**src/rtl/pnl_timing_pkg.sv**
```systemverilog
package pnl_timing_pkg;
  localparam int WIN_W = 48;

  // true when pos lies in [first, first+len)
  function automatic logic in_win(input logic [WIN_W-1:0] pos,
                                  input logic [WIN_W-1:0] first,
                                  input logic [WIN_W-1:0] len);
    return (pos >= first) && (pos < first + len);
  endfunction
endpackage

```
**src/rtl/pnl_frame_seq.sv**
```systemverilog
module pnl_frame_seq
  import pnl_timing_pkg::*;
#(
  parameter int CW = 16,
  parameter int FW = 20
) (
  input  logic          clk,
  input  logic          rst_n,
  input  logic          soft_rst,
  input  logic          frame_start,
  input  logic          vact,
  input  logic          done,
  input  logic [CW-1:0] rst_width,
  input  logic [CW-1:0] vst_delay,
  input  logic [CW-1:0] vst_width,
  input  logic [CW-1:0] vck_delay,
  output logic          busy,
  output logic          enter,
  output logic          xrst,
  output logic          vst,
  output logic          srst_flag
);
  localparam int FW1 = FW + 1;

  logic [FW-1:0] cnt;
  logic [FW:0]   cnt_inc;
  logic          accept;

  assign accept  = frame_start && !busy && !soft_rst;
  assign cnt_inc = {1'b0, cnt} + FW1'(1);
  assign enter   = (accept && vck_delay == '0) ||
                   (busy && !vact && cnt_inc == FW1'(vck_delay));

  always_ff @(posedge clk or negedge rst_n) begin
    if (!rst_n) begin
      busy      <= 1'b0;
      cnt       <= '0;
      srst_flag <= 1'b0;
    end else begin
      srst_flag <= soft_rst;
      if (soft_rst) begin
        busy <= 1'b0;
        cnt  <= '0;
      end else if (accept) begin
        busy <= 1'b1;
        cnt  <= '0;
      end else begin
        if (done) busy <= 1'b0;
        if (busy && cnt != '1) cnt <= cnt + FW'(1);
      end
    end
  end

  assign xrst = busy && in_win(WIN_W'(cnt), '0, WIN_W'(rst_width));
  assign vst  = busy && in_win(WIN_W'(cnt), WIN_W'(vst_delay), WIN_W'(vst_width));


  busy_holds_chk: assert property (@(posedge clk) disable iff (!rst_n || soft_rst)
    busy && frame_start && !done |=> busy);


  soft_idle_chk: assert property (@(posedge clk) disable iff (!rst_n)
    soft_rst |=> !busy && srst_flag);
endmodule

```
**src/rtl/pnl_raster.sv**
```systemverilog
module pnl_raster #(
  parameter int CW = 16,
  parameter int PW = CW + 2,
  parameter int LW = 2 * CW + 2
) (
  input  logic          clk,
  input  logic          rst_n,
  input  logic          soft_rst,
  input  logic          enter,
  input  logic [CW-1:0] hck_half,
  input  logic [PW-1:0] line_hp,
  input  logic [PW-1:0] n_vhp,
  output logic          vact,
  output logic [CW-1:0] sub_q,
  output logic [PW-1:0] hp_q,
  output logic [PW-1:0] vhp_q,
  output logic [LW-1:0] lc_q,
  output logic          hck_q,
  output logic          vck_q,
  output logic          done
);
  logic last_sub, last_hp, last_v;

  assign last_sub = (sub_q == hck_half - CW'(1));
  assign last_hp  = (hp_q  == line_hp  - PW'(1));
  assign last_v   = (vhp_q == n_vhp    - PW'(1));
  assign done     = vact && last_sub && last_hp && last_v;

  always_ff @(posedge clk or negedge rst_n) begin
    if (!rst_n) begin
      vact <= 1'b0; sub_q <= '0; hp_q <= '0; vhp_q <= '0; lc_q <= '0;
      hck_q <= 1'b0; vck_q <= 1'b0;
    end else if (soft_rst) begin
      vact <= 1'b0; sub_q <= '0; hp_q <= '0; vhp_q <= '0; lc_q <= '0;
      hck_q <= 1'b0; vck_q <= 1'b0;
    end else if (enter) begin
      vact <= 1'b1; sub_q <= '0; hp_q <= '0; vhp_q <= '0; lc_q <= '0;
      hck_q <= 1'b1; vck_q <= 1'b1;
    end else if (vact) begin
      if (last_sub) begin
        sub_q <= '0;
        hck_q <= ~hck_q;
        if (last_hp) begin
          hp_q  <= '0;
          lc_q  <= '0;
          vck_q <= ~vck_q;
          if (last_v) begin
            vact  <= 1'b0;
            hck_q <= 1'b0;
            vck_q <= 1'b0;
            vhp_q <= '0;
          end else begin
            vhp_q <= vhp_q + PW'(1);
          end
        end else begin
          hp_q <= hp_q + PW'(1);
          lc_q <= lc_q + LW'(1);
        end
      end else begin
        sub_q <= sub_q + CW'(1);
        lc_q  <= lc_q + LW'(1);
      end
    end
  end


  hck_steady_chk: assert property (@(posedge clk) disable iff (!rst_n || soft_rst)
    vact && !last_sub |=> $stable(hck_q));


  vck_steady_chk: assert property (@(posedge clk) disable iff (!rst_n || soft_rst)
    vact && !(last_sub && last_hp) |=> $stable(vck_q));
endmodule

```
**src/rtl/pnl_decode.sv**
```systemverilog
module pnl_decode
  import pnl_timing_pkg::*;
#(
  parameter int CW = 16,
  parameter int PW = CW + 2,
  parameter int LW = 2 * CW + 2
) (
  input  logic          clk,
  input  logic          rst_n,
  input  logic          soft_rst,
  input  logic          vact,
  input  logic [CW-1:0] sub_q,
  input  logic [PW-1:0] hp_q,
  input  logic [PW-1:0] vhp_q,
  input  logic [LW-1:0] lc_q,
  input  logic [CW-1:0] hck_half,
  input  logic [CW-1:0] hst_delay,
  input  logic [CW-1:0] hst_width,
  input  logic [CW-1:0] h_front,
  input  logic [CW-1:0] h_xfers,
  input  logic [CW-1:0] v_front,
  input  logic [CW-1:0] v_xfers,
  input  logic [CW-1:0] enb_first,
  input  logic [CW-1:0] enb_last,
  input  logic [CW-1:0] enb_start,
  input  logic [CW-1:0] enb_width,
  output logic          hst,
  output logic          enb,
  output logic          stb
);
  logic          xfer_line;
  logic [PW-1:0] line_no;
  logic          line_ok;

  assign xfer_line = in_win(WIN_W'(vhp_q), WIN_W'(v_front), WIN_W'(v_xfers));
  assign line_no   = vhp_q - PW'(v_front);
  assign line_ok   = (line_no >= PW'(enb_first)) && (line_no <= PW'(enb_last));

  assign hst = vact && in_win(WIN_W'(lc_q), WIN_W'(hst_delay), WIN_W'(hst_width));
  assign enb = vact && xfer_line && line_ok &&
               in_win(WIN_W'(hp_q), WIN_W'(enb_start), WIN_W'(enb_width));
  assign stb = vact && xfer_line && (sub_q == '0) &&
               in_win(WIN_W'(hp_q), WIN_W'(h_front), WIN_W'(h_xfers));


  strobe_single_chk: assert property (@(posedge clk) disable iff (!rst_n || soft_rst)
    stb && (hck_half >= CW'(2)) |=> !stb);
endmodule

```
**src/rtl/pnl_timing_gen.sv**
```systemverilog
module pnl_timing_gen #(
  parameter int CW = 16,
  parameter int FW = 20
) (
  input  logic          clk,
  input  logic          rst_n,
  input  logic          soft_rst,
  input  logic          frame_start,
  input  logic [CW-1:0] hck_half,
  input  logic [CW-1:0] rst_width,
  input  logic [CW-1:0] vst_delay,
  input  logic [CW-1:0] vst_width,
  input  logic [CW-1:0] vck_delay,
  input  logic [CW-1:0] hst_delay,
  input  logic [CW-1:0] hst_width,
  input  logic [CW-1:0] h_front,
  input  logic [CW-1:0] h_xfers,
  input  logic [CW-1:0] h_back,
  input  logic [CW-1:0] v_front,
  input  logic [CW-1:0] v_xfers,
  input  logic [CW-1:0] v_back,
  input  logic [CW-1:0] enb_first,
  input  logic [CW-1:0] enb_last,
  input  logic [CW-1:0] enb_start,
  input  logic [CW-1:0] enb_width,
  output logic          pnl_rst,
  output logic          pnl_vst,
  output logic          pnl_vck,
  output logic          pnl_hst,
  output logic          pnl_hck,
  output logic          pnl_enb,
  output logic          xfer_strobe,
  output logic          busy,
  output logic          soft_rst_active
);
  localparam int PW = CW + 2;
  localparam int LW = 2 * CW + 2;

  logic          vact, done, enter;
  logic [CW-1:0] sub_q;
  logic [PW-1:0] hp_q, vhp_q, line_hp, n_vhp;
  logic [LW-1:0] lc_q;

  assign line_hp = PW'(h_front) + PW'(h_xfers) + PW'(h_back);
  assign n_vhp   = PW'(v_front) + PW'(v_xfers) + PW'(v_back);

  pnl_frame_seq #(.CW(CW), .FW(FW)) u_seq (
    .clk(clk), .rst_n(rst_n), .soft_rst(soft_rst), .frame_start(frame_start),
    .vact(vact), .done(done), .rst_width(rst_width), .vst_delay(vst_delay),
    .vst_width(vst_width), .vck_delay(vck_delay), .busy(busy), .enter(enter),
    .xrst(pnl_rst), .vst(pnl_vst), .srst_flag(soft_rst_active)
  );

  pnl_raster #(.CW(CW), .PW(PW), .LW(LW)) u_raster (
    .clk(clk), .rst_n(rst_n), .soft_rst(soft_rst), .enter(enter),
    .hck_half(hck_half), .line_hp(line_hp), .n_vhp(n_vhp), .vact(vact),
    .sub_q(sub_q), .hp_q(hp_q), .vhp_q(vhp_q), .lc_q(lc_q),
    .hck_q(pnl_hck), .vck_q(pnl_vck), .done(done)
  );

  pnl_decode #(.CW(CW), .PW(PW), .LW(LW)) u_dec (
    .clk(clk), .rst_n(rst_n), .soft_rst(soft_rst), .vact(vact),
    .sub_q(sub_q), .hp_q(hp_q), .vhp_q(vhp_q), .lc_q(lc_q),
    .hck_half(hck_half), .hst_delay(hst_delay), .hst_width(hst_width),
    .h_front(h_front), .h_xfers(h_xfers), .v_front(v_front), .v_xfers(v_xfers),
    .enb_first(enb_first), .enb_last(enb_last), .enb_start(enb_start),
    .enb_width(enb_width), .hst(pnl_hst), .enb(pnl_enb), .stb(xfer_strobe)
  );


  idle_raster_chk: assert property (@(posedge clk) disable iff (!rst_n || soft_rst)
    !busy |-> !vact && !pnl_hck && !pnl_vck);


  end_drops_busy_chk: assert property (@(posedge clk) disable iff (!rst_n || soft_rst)
    done |=> !busy);
endmodule

```
**config.mk**
```make
export PLATFORM = sky130hd
export DESIGN_NAME = pnl_timing_gen
export DESIGN_NICKNAME = d
export VERILOG_FILES = /design/src/rtl/pnl_timing_pkg.sv /design/src/rtl/pnl_frame_seq.sv /design/src/rtl/pnl_raster.sv /design/src/rtl/pnl_decode.sv /design/src/rtl/pnl_timing_gen.sv
export SDC_FILE = /design/constraint.sdc
export NUM_CORES = 1
export LEC_CHECK = 0
export BUFFER_PORTS_ARGS = -buffer_cell sky130_fd_sc_hd__buf_2
export CORE_MARGIN = 3
export CORE_UTILIZATION = 55
export DETAILED_ROUTE_END_ITERATION = 6
export PLACE_DENSITY = 0.8
export SETUP_SLACK_MARGIN = 0.3
export SYNTH_ARGS = -nofsm -noshare
export SYNTH_HDL_FRONTEND = slang
export SYNTH_SLANG_ARGS = --single-unit
```
**constraint.sdc**
```tcl
create_clock -name clk -period 3.92 [get_ports clk]
set_input_delay 0.196 -clock clk [delete_from_list [all_inputs] [get_ports clk]]
set_output_delay 0.196 -clock clk [all_outputs]
set_load 0.02 [all_outputs]
```
After elaboration in Yosys (flattened, before gate mapping):

Index checks and enable logic that the tools add are counted.

* register bits after elaboration: 111
* bits of input ports: 276
* output and inout port bits: 9
* word-level logic and storage cells: 129

* add/subtract/negate cells: 19
* order comparisons: 13
* eq/ne operators: 5
* multiplexer cells: 44
* bitwise logic cells: 2
* reduce and logical (&&, ||, !) cells: 36

Operators by type and width (count)
* $mux 18: 11
* $mux 34: 5
* $lt 18x48->1: 3
* $add 16x16->17: 7
* $ge 18x16->1: 4
* $mux 16: 4
* $mux 20: 3
* $lt 20x48->1: 1
* $lt 34x48->1: 1
* $add 17x16->18: 2
* $add 18x1->18 const B: 2
* $eq 18x18->1: 2
* $sub 18x1->18 const B: 2
* $add 34x1->34 const B: 1
* $ge 34x16->1: 1
* $logic_not 16->1: 2
* $logic_and 1x1->1: 23
* $add 20x1->21 const B: 1
* $eq 21x16->1: 1
* $mux 1: 21
* $add 20x1->20 const B: 1
* $ge 20x16->1: 1
* $lt 20x16->1: 1
* $ne 20x20->1 const B: 1
* other kinds (11): 18

Logic depth before layout (Yosys ltp):

* depth after elaboration: 10
* mapped depth: 22
* mapped depth without buffers: 22

Modules after synthesis:

From an unflattened synthesis, not the netlist that was laid out.

* cells, all modules: 2448
* area total of the unflattened synthesis: 19401.1 um2

By module, submodules not included
* pnl_raster: times used 1, cells an instance 832, area each 6780.3 um2, sequential area each 2227.1 um2
* pnl_decode: times used 1, cells an instance 887, area each 6760.2 um2, sequential area each 0.0 um2
* pnl_frame_seq: times used 1, cells an instance 466, area each 3587.2 um2, sequential area each 550.5 um2
* pnl_timing_gen: times used 1, cells an instance 263, area each 2273.4 um2, sequential area each 0.0 um2

Worst setup path after synthesis:

Ideal clock, no wire load.

* path kind: input port to flip-flop
* from: input h_front[5]
* to: register u_raster.lc_q[12]
* library setup time: 0.129 ns
* arrival: 4.087 ns
* data required time: 3.791 ns
* path slack: -0.296 ns
* stages: 16
* path buffers: 2
* cells stage by stage: inv_1 ha_1 inv_1 fa_1 ha_1 or4_1 a21oi_2 nor3_1 o31a_1 or3_1 a2111oi_4 nand3_2 buf_2 clkbuf_1 a22oi_1 o31ai_1

* word-level cells in the longest chain between the ends: 9

RTL lines
* start: declaration: line pnl_timing_gen.sv:16 `input logic [CW-1:0] h_front,`
* $add 16x16->17: line pnl_timing_gen.sv:44 `assign line_hp = PW'(h_front) + PW'(h_xfers) + PW'(h_back);`
* $add 17x16->18: line pnl_timing_gen.sv:44
* $sub 18x1->18: line pnl_raster.sv:25 `assign last_hp = (hp_q == line_hp - PW'(1));`
* $eq 18x18->1: line pnl_raster.sv:25
* $mux 34: line pnl_raster.sv:43 `if (last_hp) begin`
* $mux 34: line pnl_raster.sv:40 `if (last_sub) begin`
* $mux 34: line pnl_raster.sv:39 `end else if (vact) begin`
* $mux 34: line pnl_raster.sv:36 `end else if (enter) begin`
* $mux 34: line pnl_raster.sv:33 `end else if (soft_rst) begin`
* end signal: assignment: line pnl_raster.sv:57 `lc_q <= lc_q + LW'(1);`
* end signal: assignment: line pnl_raster.sv:61 `lc_q <= lc_q + LW'(1);`
* end: declaration: line pnl_raster.sv:17 `output logic [LW-1:0] lc_q,`

Every way passes these cells. The select of a mux whose other input is x is not followed.
A chain may end at the register's enable or synchronous reset.

Final worst setup path:

* from: register u_raster.vhp_q[0]
* to: output pnl_enb

* word-level cells in the longest chain between the ends: 5
* elaborated cells on any way between the ends: 10
* those cells by class: 1 x add/sub; 4 x order compare; 5 x reduce/logical

RTL lines
* start: declaration: line pnl_raster.sv:16 `output logic [PW-1:0] vhp_q,`
* start signal: assignment: line pnl_raster.sv:53 `vhp_q <= vhp_q + PW'(1);`
* $sub 18x16->18, or another cell as far along: line pnl_decode.sv:36 `assign line_no = vhp_q - PW'(v_front);`
* $ge 18x16->1, or another cell as far along: line pnl_decode.sv:37 `assign line_ok = (line_no >= PW'(enb_first)) && (line_no <= PW'(enb_last));`
* $logic_and 1x1->1, on equally long branches: line pnl_decode.sv:37, pnl_decode.sv:40
* $logic_and 1x1->1 (*) (2 in series): line pnl_decode.sv:40 `assign enb = vact && xfer_line && line_ok &&`
* end: declaration: line pnl_timing_gen.sv:31 `output logic pnl_enb,`

Every way passes the cells marked *; elsewhere a longest branch is shown, timed or not.

==> flow_summary.rst <==
.. list-table::
   :header-rows: 1

   * - Metric
     - Value
   * - Number of nets in the synthesized netlist
     - 3137
   * - Maximum capacitance violations
     - 0
   * - Flip-flop and latch count after synthesis
     - 111
   * - Sequential share of the synthesized area
     - 0.142
   * - Violated checks
     - negative setup slack
   * - First-pass GRT wire length
     - 101000 µm
   * - Final worst clock skew
     - 19.2 ps
   * - Global Route Usage Sum
     - 0.314
   * - CTS HTree Levels
     - 3
   * - Slowest cell on the critical path
     - sky130_fd_sc_hd__dfrtp_1
   * - Final Wtd Congestion
     - 0.957
   * - Count of input and output buffers
     - 284
   * - Number of setup violations in the final report
     - 2
   * - Crit path kind
     - flop to output pin
   * - Clock slew seen by the registers of the worst setup and hold paths
     - 90 ps
   * - Post-Synthesis Cells
     - 2463
   * - Category of the worst setup path capture point
     - output pin
   * - Design area
     - 26100 µm²
   * - Placement Cell Area
     - 23800 µm²
   * - Final TNS setup
     - -746 ps
   * - Final-report max-slew violation count
     - 0
   * - Number of buffers inserted during clock tree synthesis
     - 9
   * - Syn_area_per_cell
     - 7.95 µm²
   * - Worst stage delay on the critical path
     - 390 ps
   * - Path category of the worst min-delay check
     - input pin to flop
   * - Std-Cell Rows
     - 68
   * - Endpoint of the worst register-to-register path
     - u_raster.lc_q[21]$_DFFE_PN0P_
   * - Final clock period utilization by the worst path
     - 1.15
   * - Synthesis Warnings
     - 0
   * - Static leakage
     - 13.1 nW
   * - Initial cell density of the core
     - 0.563
   * - Final Worst Setup Slack
     - -570 ps
   * - Clock sinks
     - 111
   * - # diodes
     - 0
   * - Crit path buf inv count
     - 3
   * - Proportion of layout cells with a drive suffix above 1
     - 0.297
   * - Kind of start point of the critical path
     - flop
   * - Worst vdd ir
     - 219 µV
   * - Non-Filler Instances
     - 3486
   * - Hold worst-path end
     - u_seq.srst_flag$_DFF_PN0_
   * - Number of enable flip-flop cells after synthesis
     - 0
   * - Clock insertion delay at the later pin of the skew report
     - 370 ps
   * - Residual DRC
     - 0
   * - Flop2flop setup slack
     - 370 ps
   * - Die X-Extent
     - 195 µm
   * - Crit path max fanout
     - 2
   * - Number of antenna violations at the first check in global routing
     - 0
   * - Vert. Die Dim
     - 195 µm
   * - Inst Count DP
     - 3416
   * - Worst reg2reg startpoint
     - u_seq.cnt[10]$_DFFE_PN0P_
   * - R2R cell count
     - 10
   * - Result of the run
     - complete, but fails checks
   * - Worst slew pin tran
     - 963 ps
   * - CP cell instances
     - inv_2 -> ha_4 -> inv_2 -> fa_2 -> a21o_1 -> a21oi_2 -> o21a_1 -> o21ai_2 -> nand2_2 -> a21oi_2 -> o21a_1 -> nor2_2 -> xnor2_2 -> ha_1 -> and3_1 -> nand3_2 -> nor2_4 -> o21ai_2 -> o2111ai_2 -> a221o_1 -> a211oi_2 -> and3_4 -> buf_6
   * - Clock tree from TritonCTS
     - done
   * - Hold Crit Depth
     - 1
   * - Top Ports
     - 285
   * - Iter 0 DRT Violations
     - 1609
   * - Power per unit of standard cell area
     - 229 nW/µm²
   * - Hold Violations, Final
     - 0
   * - Core Util, Final
     - 0.751
   * - Post-synth cell types
     - 87
   * - Critical path arrival
     - 4290 ps
   * - Number of nets in the final layout
     - 3700
   * - Remaining Overflow, GRT
     - 0
   * - Normalized max-slew margin
     - 0.358
   * - Wirelength per Cell
     - 18.8 µm
   * - Clock Tree Buf Depth
     - 2
   * - Top_reg_cell synth
     - sky130_fd_sc_hd__dfrtp_1
   * - Post-layout min period
     - 4490 ps
   * - Crit-path leading delay family
     - compound AO/OA/AOI/OAI gates
   * - Vias per cell
     - 6.15
   * - Detailed-route wire length
     - 65700 µm
   * - Maximum number of pins on one net before global-route repair
     - 66
   * - Overall die area
     - 37900 µm²
   * - Most common cell after layout, fill and taps aside
     - sky130_fd_sc_hd__ha_1
   * - Vias after detailed routing
     - 21.4k
   * - Root buffer cell
     - sky130_fd_sc_hd__clkbuf_16
   * - Required time of the critical path
     - 3720 ps
   * - Startpoint of the tightest hold check path
     - soft_rst
   * - Setup repair after global routing missed its margin
     - yes
   * - Top library cells by usage in the layout, fill and taps aside
     - 335 x sky130_fd_sc_hd__ha_1, 310 x sky130_fd_sc_hd__buf_4, 276 x sky130_fd_sc_hd__inv_1, 264 x sky130_fd_sc_hd__buf_2, 125 x sky130_fd_sc_hd__nor2_1
   * - Post-route ant nets
     - 0
   * - Drt pass-1 iters
     - 6
   * - Relative area change from synthesis to final layout
     - 33.6%
   * - Placeable core region
     - 34800 µm²
   * - Fill cell count
     - 2496
   * - Maximum achievable frequency
     - 0.223 GHz
   * - Detailed placement HPWL
     - 49600 µm
   * - Via count of the first global-routing pass
     - 21.1k
   * - Post-Syn Area
     - 19600 µm²
   * - Share of flip-flops with an asynchronous set or reset after synthesis
     - 1.00
==> state kept, by name, indices dropped and copies added, names as in the netlist, 16 cells and up <==
signal          cells
u_raster.hp_q      18
u_raster.lc_q      34
u_raster.sub_q     16
u_raster.vhp_q     18
u_seq.cnt          20
==> cells by family (layout without fill, tap and decap cells) <==
family,count (synthesis),count (layout),synth area share
fa+ha+maj,398,398,0.269
mux,24,24,0.0123
xor+xnor,185,185,0.0828
flops,111,111,0.142
simple gates,722,724,0.197
buf+inv,383,949,0.0757
compound gates,640,640,0.222
==> worst reg2reg max path, delay by kind of cell, from the launching register on <==
kind | cells | cell delay, ps
DFF | 1 | 560
buffers and inverters | 1 | 260
and+or+nand+nor | 6 | 2230
AOI/OAI and AO/OA | 3 | 400
==> synth_stat cells (all sizes together) (36+ instances only) <==
cell	number	area share
a21oi	134	0.035
nor3	61	0.016
o21ai	106	0.027
a31oi	55	0.018
nand3	104	0.027
nand2	114	0.022
xor2	79	0.035
and3	54	0.017
inv	303	0.058
ha	360	0.23
nor4	36	0.013
a21o	74	0.028
xnor2	106	0.047
clkbuf	55	0.011
fa	38	0.039
nand4	70	0.022
nor2	137	0.027
dfrtp	111	0.14
==> per-stage QoR <==
stage	power [W]	hold WS (ps)	setup slack [ps]
3_3_place_gp	0.00456	362	-349
3_5_place_dp	0.00466	366	-454
2_1_floorplan	0.00335	-99.6	28.9
6_report	0.00600	105	-570
5_1_grt	0.00641	101	-716
4_1_cts	0.00573	85.0	-554
==> metal layers <==
metal | wire length (µm) | share of wire | up-vias | GRT usage
li1 | - | - | 10100 | -
met1 | 26600 | 0.40 | 10300 | 0.398
met2 | 33000 | 0.50 | 907 | 0.568
met3 | 4410 | 0.067 | 160 | 0.0378
met4 | 1690 | 0.026 | 0 | 0.0798
met5 | 0 | 0 | - | 0
==> area by class of cell <==
type	instances	area (µm²)	area share
multi-input combinational	1971	16900	0.645
timing repair buffer	630	4480	0.171
sequential	111	2780	0.106
inverter	303	1160	0.0445
tap	455	569	0.0218
clock buffer	10	229	0.00876
clock inverter	6	62.6	0.00239
==> report_power, final <==
part / leakage, nW / internal, W / switching (W) / total, W
Combinational: 11.4 / 0.00185 / 0.00199 / 0.00384
Clock: 0.143 / 0.000452 / 0.000500 / 0.000951
Sequential: 1.54 / 0.00116 / 0.0000467 / 0.00121
==> worst max-delay path by stage <==
stage | from | end | slack (ps) | cells after the start
CTS | u_raster.vhp_q[0]$_DFFE_PN0P_ | pnl_enb | -550 | 23
finish | u_raster.vhp_q[0]$_DFFE_PN0P_ | pnl_enb | -570 | 23
floorplan | h_front[5] | u_raster.lc_q[16]$_DFFE_PN0P_ | 30 | 16
global route | u_raster.vhp_q[0]$_DFFE_PN0P_ | pnl_enb | -720 | 23
global placement | h_front[5] | u_raster.vhp_q[10]$_DFFE_PN0P_ | -350 | 16
detailed placement | v_front[1] | xfer_strobe | -450 | 21
==> timing repair <==
item | in CTS | in global routing
pin swaps | 76 | 114
hold buffers | 1 | 0
hold endpoints to repair | 7 | 0
setup buffers | 19 | 24
setup endpoints to repair | 69 | 73
gates cloned | 0 | 10
resized for setup | 128 | 179
Power figures use the tool's default switching activity.
